`src/rtl/cpg_pkg.sv`:
```
package cpg_pkg;

  typedef enum logic [4:0] {
    ST_IDLE,
    ST_FING, ST_FWAIT,
    ST_SW_ON, ST_SWAIT,
    ST_RDY_ON, ST_RDY_CHK,
    ST_ISO_OFF, ST_ISO_OFF_CHK,
    ST_POR_REL, ST_POR_REL_CHK,
    ST_ISO_ON, ST_ISO_ON_CHK,
    ST_SW_OFF, ST_SW_OFF_CHK,
    ST_RDY_OFF,
    ST_POR_SET, ST_POR_SET_CHK
  } cpg_state_e;

  typedef enum logic [3:0] {
    OP_NONE,
    OP_ISO_SET, OP_ISO_CLR,
    OP_SW_SET,  OP_SW_CLR,
    OP_RDY_SET, OP_RDY_CLR,
    OP_RST_HOLD, OP_RST_FREE
  } cpg_op_e;

  // flat core number from cluster / local position
  function automatic int abs_core(input int cl, input int lc, input int per_cl);
    return cl * per_cl + lc;
  endfunction

  // settle length in cycles from clock rate and wait time
  function automatic int settle_cycles(input int mhz, input int us);
    return mhz * us;
  endfunction

  // early-boot walk: does a core follow 'cur' that must be gated?
  function automatic bit early_has_next(input int cur, input int n, input int per_cl,
                                        input bit second_absent);
    int nxt;
    nxt = cur + 1;
    return (nxt < n) && (!second_absent || nxt < per_cl);
  endfunction

endpackage

```
`src/rtl/cpg_delay.sv`:
```
module cpg_delay #(
  parameter int W = 8
) (
  input  logic         clk,
  input  logic         rst_n,
  input  logic         load,
  input  logic [W-1:0] load_val,
  input  logic         dec,
  output logic         zero
);
  logic [W-1:0] cnt_q;

  always_ff @(posedge clk or negedge rst_n) begin
    if (!rst_n)                  cnt_q <= '0;
    else if (load)               cnt_q <= load_val;
    else if (dec && cnt_q != '0) cnt_q <= cnt_q - 1'b1;
  end

  assign zero = (cnt_q == '0);

  // the sequencer must stop polling once the budget is spent
  assert_no_wrap_R4: assert property (@(posedge clk) disable iff (!rst_n)
    dec |-> !zero);
endmodule

```
`src/rtl/cpg_rail_bank.sv`:
```
module cpg_rail_bank
  import cpg_pkg::*;
#(
  parameter int N_CORES = 4,
  localparam int IDX_W  = (N_CORES > 1) ? $clog2(N_CORES) : 1
) (
  input  logic               clk,
  input  logic               rst_n,
  input  cpg_op_e            op,
  input  logic [IDX_W-1:0]   tgt,
  output logic [N_CORES-1:0] iso_en,
  output logic [N_CORES-1:0] sw_req,
  output logic [N_CORES-1:0] pwr_rdy,
  output logic [N_CORES-1:0] por_n
);
  for (genvar i = 0; i < N_CORES; i++) begin : g_core
    logic hit;
    assign hit = (op != OP_NONE) && (tgt == IDX_W'(i));

    always_ff @(posedge clk or negedge rst_n) begin
      if (!rst_n) begin
        iso_en[i]  <= 1'b0;
        sw_req[i]  <= 1'b1;
        pwr_rdy[i] <= 1'b1;
        por_n[i]   <= 1'b1;
      end else if (hit) begin
        case (op)
          OP_ISO_SET:  iso_en[i]  <= 1'b1;
          OP_ISO_CLR:  iso_en[i]  <= 1'b0;
          OP_SW_SET:   sw_req[i]  <= 1'b1;
          OP_SW_CLR:   sw_req[i]  <= 1'b0;
          OP_RDY_SET:  pwr_rdy[i] <= 1'b1;
          OP_RDY_CLR:  pwr_rdy[i] <= 1'b0;
          OP_RST_HOLD: por_n[i]   <= 1'b0;
          OP_RST_FREE: por_n[i]   <= 1'b1;
          default: ;
        endcase
      end
    end

    assert_iso_before_off_R1: assert property (@(posedge clk) disable iff (!rst_n)
      $fell(sw_req[i]) |-> iso_en[i]);
    assert_rdy_needs_sw_R2: assert property (@(posedge clk) disable iff (!rst_n)
      $rose(pwr_rdy[i]) |-> sw_req[i]);
    assert_por_release_R2: assert property (@(posedge clk) disable iff (!rst_n)
      $rose(por_n[i]) |-> (sw_req[i] && pwr_rdy[i] && !iso_en[i]));
  end
endmodule

```
`src/rtl/cpg_fsm.sv`:
```
module cpg_fsm
  import cpg_pkg::*;
#(
  parameter int N_CORES      = 4,
  parameter int CORES_PER_CL = 2,
  parameter bit ALT_VARIANT  = 1'b0,
  parameter int TW           = 8,
  parameter int SETTLE_LD    = 1,
  parameter int POLL_LD      = 1,
  localparam int IDX_W = (N_CORES > 1) ? $clog2(N_CORES) : 1,
  localparam int NCL   = N_CORES / CORES_PER_CL,
  localparam int CL_W  = (NCL > 1) ? $clog2(NCL) : 1,
  localparam int LC_W  = (CORES_PER_CL > 1) ? $clog2(CORES_PER_CL) : 1
) (
  input  logic             clk,
  input  logic             rst_n,
  input  logic             cmd_go,
  input  logic             cmd_up,
  input  logic             cmd_early,
  input  logic [CL_W-1:0]  cmd_cluster,
  input  logic [LC_W-1:0]  cmd_local,
  input  logic             cluster1_fused,
  input  logic             fb_iso,
  input  logic             fb_sw,
  input  logic             fb_rdy,
  input  logic             fb_por,
  input  logic             tmr_zero,
  output logic             tmr_load,
  output logic [TW-1:0]    tmr_val,
  output logic             tmr_dec,
  output cpg_op_e          op,
  output logic [IDX_W-1:0] tgt,
  output logic             fing_wr,
  output logic             busy,
  output logic             done,
  output logic             err
);
  cpg_state_e state_q, state_d;
  logic [IDX_W-1:0] tgt_q;
  logic early_q, fused_q;
  logic done_q, err_q;

  // named internal events
  logic accept_evt, fin_evt, fail_evt, adv_evt;

  assign accept_evt = (state_q == ST_IDLE) && cmd_go;

  always_comb begin
    state_d  = state_q;
    op       = OP_NONE;
    tmr_load = 1'b0;
    tmr_val  = '0;
    tmr_dec  = 1'b0;
    fing_wr  = 1'b0;
    fin_evt  = 1'b0;
    fail_evt = 1'b0;
    adv_evt  = 1'b0;
    case (state_q)
      ST_IDLE: if (cmd_go) begin
        if (cmd_up) state_d = ALT_VARIANT ? ST_FING : ST_SW_ON;
        else        state_d = ST_ISO_ON;
      end
      // ---------------- power-up path ----------------
      ST_FING: begin
        fing_wr = 1'b1; tmr_load = 1'b1; tmr_val = TW'(SETTLE_LD);
        state_d = ST_FWAIT;
      end
      ST_FWAIT: if (tmr_zero) state_d = ST_SW_ON; else tmr_dec = 1'b1;
      ST_SW_ON: begin
        op = OP_SW_SET; tmr_load = 1'b1; tmr_val = TW'(SETTLE_LD);
        state_d = ST_SWAIT;
      end
      ST_SWAIT: if (tmr_zero) state_d = ST_RDY_ON; else tmr_dec = 1'b1;
      ST_RDY_ON: begin
        op = OP_RDY_SET; tmr_load = 1'b1; tmr_val = TW'(POLL_LD);
        state_d = ST_RDY_CHK;
      end
      ST_RDY_CHK: begin
        if (fb_rdy)        state_d = ST_ISO_OFF;
        else if (tmr_zero) fail_evt = 1'b1;
        else               tmr_dec = 1'b1;
      end
      ST_ISO_OFF: begin
        op = OP_ISO_CLR; tmr_load = 1'b1; tmr_val = TW'(POLL_LD);
        state_d = ST_ISO_OFF_CHK;
      end
      ST_ISO_OFF_CHK: begin
        if (!fb_iso || tmr_zero) state_d = ST_POR_REL;
        else                     tmr_dec = 1'b1;
      end
      ST_POR_REL: begin
        op = OP_RST_FREE; tmr_load = 1'b1; tmr_val = TW'(POLL_LD);
        state_d = ST_POR_REL_CHK;
      end
      ST_POR_REL_CHK: begin
        if (fb_por)        fin_evt = 1'b1;
        else if (tmr_zero) fail_evt = 1'b1;
        else               tmr_dec = 1'b1;
      end
      // ---------------- power-down path ----------------
      ST_ISO_ON: begin
        op = OP_ISO_SET; tmr_load = 1'b1; tmr_val = TW'(POLL_LD);
        state_d = ST_ISO_ON_CHK;
      end
      ST_ISO_ON_CHK: begin
        if (fb_iso || tmr_zero) state_d = ST_SW_OFF;
        else                    tmr_dec = 1'b1;
      end
      ST_SW_OFF: begin
        op = OP_SW_CLR; tmr_load = 1'b1; tmr_val = TW'(POLL_LD);
        state_d = ST_SW_OFF_CHK;
      end
      ST_SW_OFF_CHK: begin
        if (!fb_sw)        state_d = ST_RDY_OFF;
        else if (tmr_zero) fail_evt = 1'b1;
        else               tmr_dec = 1'b1;
      end
      ST_RDY_OFF: begin
        op = OP_RDY_CLR; state_d = ST_POR_SET;
      end
      ST_POR_SET: begin
        op = OP_RST_HOLD; tmr_load = 1'b1; tmr_val = TW'(POLL_LD);
        state_d = ST_POR_SET_CHK;
      end
      ST_POR_SET_CHK: begin
        if (!fb_por) begin
          if (early_q && early_has_next(int'(tgt_q), N_CORES, CORES_PER_CL, fused_q)) begin
            adv_evt = 1'b1;
            state_d = ST_ISO_ON;
          end else begin
            fin_evt = 1'b1;
          end
        end else if (tmr_zero) fail_evt = 1'b1;
        else                   tmr_dec = 1'b1;
      end
      default: state_d = ST_IDLE;
    endcase
    if (fin_evt || fail_evt) state_d = ST_IDLE;
  end

  always_ff @(posedge clk or negedge rst_n) begin
    if (!rst_n) begin
      state_q <= ST_IDLE;
      tgt_q   <= '0;
      early_q <= 1'b0;
      fused_q <= 1'b0;
      done_q  <= 1'b0;
      err_q   <= 1'b0;
    end else begin
      state_q <= state_d;
      done_q  <= fin_evt || fail_evt;
      if (accept_evt) begin
        err_q   <= 1'b0;
        early_q <= cmd_early && !cmd_up;
        fused_q <= cluster1_fused;
        tgt_q   <= (cmd_early && !cmd_up) ? IDX_W'(1)
                 : IDX_W'(abs_core(int'(cmd_cluster), int'(cmd_local), CORES_PER_CL));
      end else if (fail_evt) begin
        err_q <= 1'b1;
      end
      if (adv_evt) tgt_q <= tgt_q + 1'b1;
    end
  end

  assign tgt  = tgt_q;
  assign busy = (state_q != ST_IDLE);
  assign done = done_q;
  assign err  = err_q;

  assert_fail_flags_R4: assert property (@(posedge clk) disable iff (!rst_n)
    fail_evt |=> (err && done));
  assert_settle_before_rdy_R3: assert property (@(posedge clk) disable iff (!rst_n)
    (state_q == ST_RDY_ON) |-> ($past(state_q) == ST_SWAIT));
endmodule

```
`src/rtl/core_pwr_gate_seq.sv`:
```
module core_pwr_gate_seq
  import cpg_pkg::*;
#(
  parameter int         N_CORES      = 4,
  parameter int         CORES_PER_CL = 2,
  parameter int         CLK_MHZ      = 125,
  parameter int         SETTLE_US    = 100,
  parameter int         POLL_MAX     = 2000,
  parameter bit         ALT_VARIANT  = 1'b0,
  parameter logic [7:0] FINGER_VAL   = 8'hFC,
  localparam int IDX_W = (N_CORES > 1) ? $clog2(N_CORES) : 1,
  localparam int NCL   = N_CORES / CORES_PER_CL,
  localparam int CL_W  = (NCL > 1) ? $clog2(NCL) : 1,
  localparam int LC_W  = (CORES_PER_CL > 1) ? $clog2(CORES_PER_CL) : 1
) (
  input  logic               clk,
  input  logic               rst_n,
  input  logic               cmd_go,
  input  logic               cmd_up,
  input  logic               cmd_early,
  input  logic [CL_W-1:0]    cmd_cluster,
  input  logic [LC_W-1:0]    cmd_local,
  input  logic               cluster1_fused,
  input  logic [N_CORES-1:0] iso_st,
  input  logic [N_CORES-1:0] sw_st,
  input  logic [N_CORES-1:0] rdy_st,
  input  logic [N_CORES-1:0] por_st,
  output logic [N_CORES-1:0] iso_en,
  output logic [N_CORES-1:0] sw_req,
  output logic [N_CORES-1:0] pwr_rdy,
  output logic [N_CORES-1:0] por_n,
  output logic [7:0]         finger,
  output logic               busy,
  output logic               done,
  output logic               err
);
  localparam int SETTLE_CYC = settle_cycles(CLK_MHZ, SETTLE_US);
  localparam int CNT_MAX    = (SETTLE_CYC > POLL_MAX) ? SETTLE_CYC : POLL_MAX;
  localparam int TW         = $clog2(CNT_MAX + 1);

  logic          tmr_load, tmr_dec, tmr_zero, fing_wr;
  logic [TW-1:0] tmr_val;
  logic [IDX_W-1:0] tgt;
  cpg_op_e       op;

  cpg_fsm #(
    .N_CORES(N_CORES), .CORES_PER_CL(CORES_PER_CL), .ALT_VARIANT(ALT_VARIANT),
    .TW(TW), .SETTLE_LD(SETTLE_CYC - 1), .POLL_LD(POLL_MAX - 1)
  ) u_fsm (
    .clk, .rst_n, .cmd_go, .cmd_up, .cmd_early, .cmd_cluster, .cmd_local,
    .cluster1_fused,
    .fb_iso(iso_st[tgt]), .fb_sw(sw_st[tgt]), .fb_rdy(rdy_st[tgt]), .fb_por(por_st[tgt]),
    .tmr_zero, .tmr_load, .tmr_val, .tmr_dec, .op, .tgt, .fing_wr,
    .busy, .done, .err
  );

  cpg_delay #(.W(TW)) u_delay (
    .clk, .rst_n, .load(tmr_load), .load_val(tmr_val), .dec(tmr_dec), .zero(tmr_zero)
  );

  cpg_rail_bank #(.N_CORES(N_CORES)) u_bank (
    .clk, .rst_n, .op, .tgt, .iso_en, .sw_req, .pwr_rdy, .por_n
  );

  if (ALT_VARIANT) begin : g_finger
    always_ff @(posedge clk or negedge rst_n) begin
      if (!rst_n)       finger <= 8'h00;
      else if (fing_wr) finger <= FINGER_VAL;
    end
    assert_finger_first_R6: assert property (@(posedge clk) disable iff (!rst_n)
      (|(sw_req & ~$past(sw_req))) |-> (finger == FINGER_VAL));
  end else begin : g_nofinger
    logic unused_fing;
    assign unused_fing = fing_wr;
    assign finger = 8'h00;
  end

  assert_idle_hold_R10: assert property (@(posedge clk) disable iff (!rst_n)
    !busy |=> ($stable(iso_en) && $stable(sw_req) && $stable(pwr_rdy) &&
               $stable(por_n) && $stable(finger)));
  assert_done_pulse_R9: assert property (@(posedge clk) disable iff (!rst_n)
    done |-> (!busy && $past(busy)));
endmodule

```
`config.mk`:
```
export PLATFORM = sky130hd
export DESIGN_NAME = core_pwr_gate_seq
export DESIGN_NICKNAME = d
export VERILOG_FILES = /design/src/rtl/cpg_pkg.sv /design/src/rtl/cpg_delay.sv /design/src/rtl/cpg_rail_bank.sv /design/src/rtl/cpg_fsm.sv /design/src/rtl/core_pwr_gate_seq.sv
export SDC_FILE = /design/constraint.sdc
export NUM_CORES = 1
export LEC_CHECK = 0
export CAP_MARGIN = 30
export CORE_ASPECT_RATIO = 1.75
export CORE_UTILIZATION = 54
export CTS_BUF_LIST = sky130_fd_sc_hd__clkbuf_16
export DETAILED_ROUTE_END_ITERATION = 10
export PLACE_DENSITY = 0.93
export SYNTH_ARGS = -nofsm -noshare
export SYNTH_HDL_FRONTEND = slang
export SYNTH_SLANG_ARGS = --single-unit
```
`constraint.sdc`:
```
create_clock -name clk -period 6.7 [get_ports clk]
set_clock_uncertainty 0.05 [all_clocks]
set_input_delay 0.67 -clock clk [delete_from_list [all_inputs] [get_ports clk]]
set_output_delay 0.67 -clock clk [all_outputs]
set_load 0.01 [all_outputs]
```
==> Yosys cells after proc, flatten, opt, wreduce, memory -nomap -nowiden <==
Cells that the tools add are included.
W data, S select, Z words.
{ "word_totals": {"regBits": 41, "inputBits": 24, "word_cells": 173} }
{ "classes": {"add_sub_neg": 4, "n_lt_le_gt_ge": 3, "eq_ne": 38, "mux": 55, "n_reduce_logical": 50} }
{ "ops": {"columns": ["operator", "n"], "rows": [
  ["$pmux W5 S18", 1],
  ["$mux W5", 10],
  ["$eq A5 B4 Y1 const B", 8],
  ["$lt A32 B3 Y1 const B", 1],
  ["$lt A32 B4 Y1 const B", 1],
  ["$pmux W4 S8", 1],
  ["$reduce_and A2 Y1", 16],
  ["$mux W14", 2],
  ["$pmux W14 S2", 1],
  ["$mux W1", 25],
  ["$eq A5 B3 Y1 const B", 4],
  ["$ne A3 B1 Y1 const B", 6],
  ["$eq A4 B3 Y1 const B", 4],
  ["$logic_not A14 Y1", 1],
  ["$reduce_bool A14 Y1", 1],
  ["$reduce_bool A2 Y1", 7],
  ["$sub A14 B1 Y14 const B", 1],
  ["$eq A5 B2 Y1 const B", 2],
  ["$eq A5 B5 Y1 const B", 2],
  ["$pmux W1 S2", 5],
  ["$reduce_and A10 Y1", 1],
  ["$logic_and A1 B1 Y1", 9],
  ["$ne A3 B3 Y1 const B", 3],
  ["$bmux W1 S2", 4],
  ["24 further kinds", 34]
]} }

==> Longest topological paths before layout <==
{ "depth": {"depth_word": 11, "mapped_depth": 9, "depth_no_buf": 8} }

==> By module <==
From an unflattened synthesis, not the netlist that was laid out.
{ "hier_totals": {"hier_cells": 338, "hier_area_um2": 2951.6} }
{ "by_module_without_submodules": {"columns": ["module", "n_inst", "cells_each", "area_per_inst_um2", "seq_area_each_um2"], "rows": [
  ["cpg_fsm", 1, 137, 1086.0, 275.3],
  ["cpg_delay", 1, 103, 892.1, 350.3],
  ["cpg_rail_bank", 1, 85, 804.5, 415.4],
  ["core_pwr_gate_seq", 1, 13, 168.9, 0.0]
]} }

==> Worst setup path after synthesis <==
Ideal clock, no wire load.
{ "synth_timing": {"path_type": "input to register", "startpoint": "input port rdy_st[3]", "endpoint": "register u_delay.cnt_q[9]", "setup_ps": 124, "arrival_time_ps": 2506, "t_required_ps": 6526, "slack_ps": 4020, "cell_stages": 6, "path_cell_list": "mux4_2 > or2_4 > a211oi_4 > o31ai_4 > mux2_4 > a211o_1"} }
{ "synth_between": {"elab_chain_len": 6} }
{ "synth_lines": {"columns": ["element", "line", "source"], "rows": [
  ["start, declared", "core_pwr_gate_seq.sv:26", "input logic [N_CORES-1:0] rdy_st,"],
  ["$bmux W1 S2", "core_pwr_gate_seq.sv:52", ".fb_iso(iso_st[tgt]), .fb_sw(sw_st[tgt]), .fb_rdy(rdy_st[tgt]), .fb_por(por_st[tgt]),"],
  ["$mux W1 (implied by the code)", "core_pwr_gate_seq.sv:52", null],
  ["$mux W1", "cpg_fsm.sv:79", "if (fb_rdy) state_d = ST_ISO_OFF;"],
  ["$pmux W1 S7", "cpg_fsm.sv:58", "case (state_q)"],
  ["$logic_and A1 B1 Y1", "cpg_delay.sv:16", "else if (dec && cnt_q != '0) cnt_q <= cnt_q - 1'b1;"],
  ["$reduce_bool A2 Y1 (no source line)", null, null],
  ["end signal, assigned", "cpg_delay.sv:15", "else if (load) cnt_q <= load_val;"],
  ["end signal, assigned", "cpg_delay.sv:16", null],
  ["end, declared", "cpg_delay.sv:11", "logic [W-1:0] cnt_q;"]
]} }
Every way passes these cells. The select of a mux whose other input is x is not followed.
A chain may end at the register's enable or synchronous reset.

==> Worst setup path after layout <==
{ "layout_timing": {"startpoint": "register u_fsm.state_q[1]", "endpoint": "register u_fsm.state_q[4]"} }
{ "layout_between": {"elab_chain_len": 5, "word_cells_on_any_way": 34} }
{ "layout_lines": {"columns": ["element", "line", "source"], "rows": [
  ["start, declared", "cpg_fsm.sv:38", "cpg_state_e state_q, state_d;"],
  ["start signal, assigned", "cpg_fsm.sv:150", "state_q <= state_d;"],
  ["$eq A5 B5 Y1, or another cell as far along", "cpg_fsm.sv:58", null],
  ["$pmux W1 S4 or $pmux W1 S2 (tied branches)", "cpg_fsm.sv:58", null],
  ["$logic_or A1 B1 Y1", "cpg_fsm.sv:138", "if (fin_evt || fail_evt) state_d = ST_IDLE;"],
  ["$ne A3 B3 Y1 (no source line), or another cell as far along", null, null],
  ["$reduce_and A10 Y1 (no source line)", null, null]
]} }
Several ways; a longest one is shown, not always the timed one.

==> impl_metrics.toml <==
[logic_synthesis]
async_reset_ff_share_pct = 100
ys_seq_elements = 41
synthFlopType = "dfrtp_1"
ys_types = 57
seq_area_frac_synth_pct = 39.2
ys_warn_count = 0
synth_edf_count = 0
avgSynthCellArea_um2 = 8.88
synthCells = 299
syn_area_um2 = 2660

[run]
maxCapViolations = 0

[timing]
maxSlewHeadroom_pct = 35.6
finalCritPeriodShare_pct = 52.5
fin_ws_ns = 3.18
grt_setup_unrepaired = "false"
setup_violations = 0
tightest_slew_ns = 0.953
min_period_ns = 3.52
slew_viol_final = 0
fin_tns_setup_ns = 0
hold_violations = 0
clock.fmax_ghz = 0.284

[routing]
detail_route.wirelength_mm = 6.88
vias = 2463
met2_length_mm = 3.78
wl_per_cell_um = 18.0
drt_iter0_markers = 106
routed.top_layer = "met4"
ant_nets = 0
wl_met1_mm = 2.51
vias_per_cell = 6.43
firstDrtPassIters = 4
dr_wl_met3_um = 280
drc = 0

[power]
seqPwrFrac_pct = 33.1
power.density_nw_per_um2 = 433
power_frac_comb_pct = 46.8
power.total_mw = 1.38
p_sw_mw = 0.600
leakage_nw = 1.24
intPower_mw = 0.783
switching_share_pct = 43.4
pwr-share-clk_pct = 20.1
ir_drop_v = 0.000326

[global_route]
grt_pass1_vias = 2474
grt_pass1_wl_mm = 11.6
grt_max_degree = 42
grt-ovfl-total = 0
antenna_found_initial = 0
grt_usage_pct = 31.1

[setup_path]
critPathMaxFanout = 24
start_kind = "flip-flop"
critPathKind = "reg2reg"
cp-end-kind = "flip-flop"
required_ns = 6.78
worstPathArrival_ns = 3.60

[clocking]
clkSlewWorstSetupHoldPaths_ns = 0.07
cts_buffer_depth = 2
htreeDepth = 2
clock-sinks = 41
cts_made_buffers = 5
hold_buffers = 0
cts_tree = "yes"
clk_latency_ns = 0.29
cts_resized = 0
post-cts-setup-buffers = 0
cts_root_buf = "clkbuf_16"

[cells_and_area]
drive_gt1_share_pct = 11.8
syn_to_final_growth_pct = 20.3
regArea_um2 = 1040
multi_input_area_um2 = 1470
fillers = 375
nets = 360
insertedDiodeCount = 0

[worst_hold_path]
hp-class = "reg2reg"

[placed_design]
preCtsSetupSlack_ns = 3.28
place_congestion = 0.834
hpwlAfterDp_mm = 4.67
portBuffers = 42

[floorplan]
ios = 51
die-area_um2 = 5210
die_x_um = 55.0
start_util_pct = 56.4
die_h_um = 94.8
num_rows = 33
core_area_um2 = 4710

[outcome]
run_status = "complete, no violations"
cell families (layout without fill, tap and decap cells):
logic type               Yosys count  in the layout  synth area share (%)
AO/OA/AOI/OAI                     85             85                  21.9
adder cells (fa/ha/maj)            6              6                  2.83
buffers and inverters             33             58                  6.36
flip-flops                        41             41                  39.2
multiplexers                      14             14                  7.02
other                              1              8                 0.141
AND/OR/NAND/NOR                  116            116                  21.6
XOR/XNOR                           3              3                 0.989
per-layer routing:
layer / global-route usage [%] / vias to the layer above
met5: 0 / -
met3: 5.48 / 25
met2: 52.6 / 91
met1: 34.2 / 1216
li1: - / 1131
met4: 18.5 / 0
sequential cells by signal (all words and copies together), names as in the netlist:
register and flops:
u_delay.cnt_q 14, u_bank.sw_req 4, u_bank.pwr_rdy 4, u_bank.iso_en 4, u_fsm.state_q 5, u_fsm.done 1, u_fsm.tgt 2, u_fsm.err 1
u_fsm.early_q 1, u_bank.por_n 4, u_fsm.fused_q 1
power groups by stage:
stage               logic (mW)  registers, mW  clock network [mW]
finish                   0.647          0.458               0.278
global route             0.713          0.474               0.288
CTS                      0.642          0.454               0.280
detailed placement       0.629          0.457                   0
global placement         0.603          0.451                   0
floorplan                0.553          0.379                   0
layout by cell type (no fill, tap or decap), drive strengths merged, types with 6 or more instances in the layout:
| cell type | synthesis | final |
|---|---|---|
| nor3 | 12 | 12 |
| dfrtp | 29 | 29 |
| a21oi | 32 | 32 |
| or3 | 7 | 7 |
| ha | 6 | 6 |
| nand2 | 29 | 29 |
| nand3 | 8 | 8 |
| nor2 | 31 | 31 |
| o21ai | 17 | 17 |
| inv | 8 | 8 |
| mux2i | 7 | 7 |
| clkdlybuf4s50 | 0 | 41 |
| conb | 1 | 8 |
| dfstp | 12 | 12 |
| nand2b | 6 | 6 |
final timing paths:
path,from,to,slack (ns),cells after the start
max,u_fsm.state_q[1]$_DFFE_PN0P_,u_fsm.state_q[4]$_DFFE_PN0P_,3.18,6
min,u_delay.cnt_q[10]$_DFFE_PN0P_,u_delay.cnt_q[10]$_DFFE_PN0P_,0.44,1
max reg2reg,u_fsm.state_q[1]$_DFFE_PN0P_,u_fsm.state_q[4]$_DFFE_PN0P_,3.18,6
min reg2reg,u_delay.cnt_q[10]$_DFFE_PN0P_,u_delay.cnt_q[10]$_DFFE_PN0P_,0.44,1
max in group asynchronous,rst_n,u_fsm.tgt[0]$_DFFE_PN0P_,5.56,1
min in group asynchronous,rst_n,u_delay.cnt_q[2]$_DFFE_PN0P_,0.46,1
area by class of cell:
type	count	area share, %
Multi-Input combinational cell	232	46.1
Sequential cell	41	32.6
Timing Repair Buffer	42	13.0
Clock buffer	5	3.92
Tap cell	52	2.04
Clock inverter	3	1.45
Inverter	8	0.940
synth_stat cells, types with 4 or more instances:
| cell | instances | share of area [%] |
|---|---|---|
| mux2i_1 | 7 | 2.6 |
| clkbuf_1 | 11 | 1.6 |
| or3_1 | 6 | 1.4 |
| buf_4 | 9 | 2.5 |
| nand2_1 | 29 | 4.1 |
| a211oi_1 | 4 | 1.1 |
| nor2_1 | 31 | 4.4 |
| nor3_1 | 12 | 2.3 |
| inv_1 | 8 | 1.1 |
| ha_1 | 6 | 2.8 |
| dfrtp_1 | 29 | 27 |
| dfstp_2 | 12 | 12 |
| a21oi_1 | 32 | 6.0 |
| nand3_1 | 8 | 1.5 |
| a211o_1 | 5 | 1.6 |
| o21ai_0 | 17 | 3.2 |
| nand2b_1 | 6 | 1.4 |
| a31oi_1 | 5 | 1.2 |
stage by stage:
step,std cells,hold slack [ns],instance area (um2),utilization [%]
floorplan,306,0.324,2680,-
global placement,375,0.424,3020,64.2
global route,383,0.457,3200,67.9
CTS,383,0.439,3200,67.9
finish,383,0.437,3200,67.9
detailed placement,375,0.426,3020,64.2
worst max-delay path: stages, from the launching register on:
cell and delay [ns]:
dfrtp_1 0.65, nor4b_1 0.93, nand2_1 0.27, a2111oi_0 0.81, o21ai_0 0.23, nand3_1 0.31, a211oi_1 0.09
(Power assumes the default switching activity.)
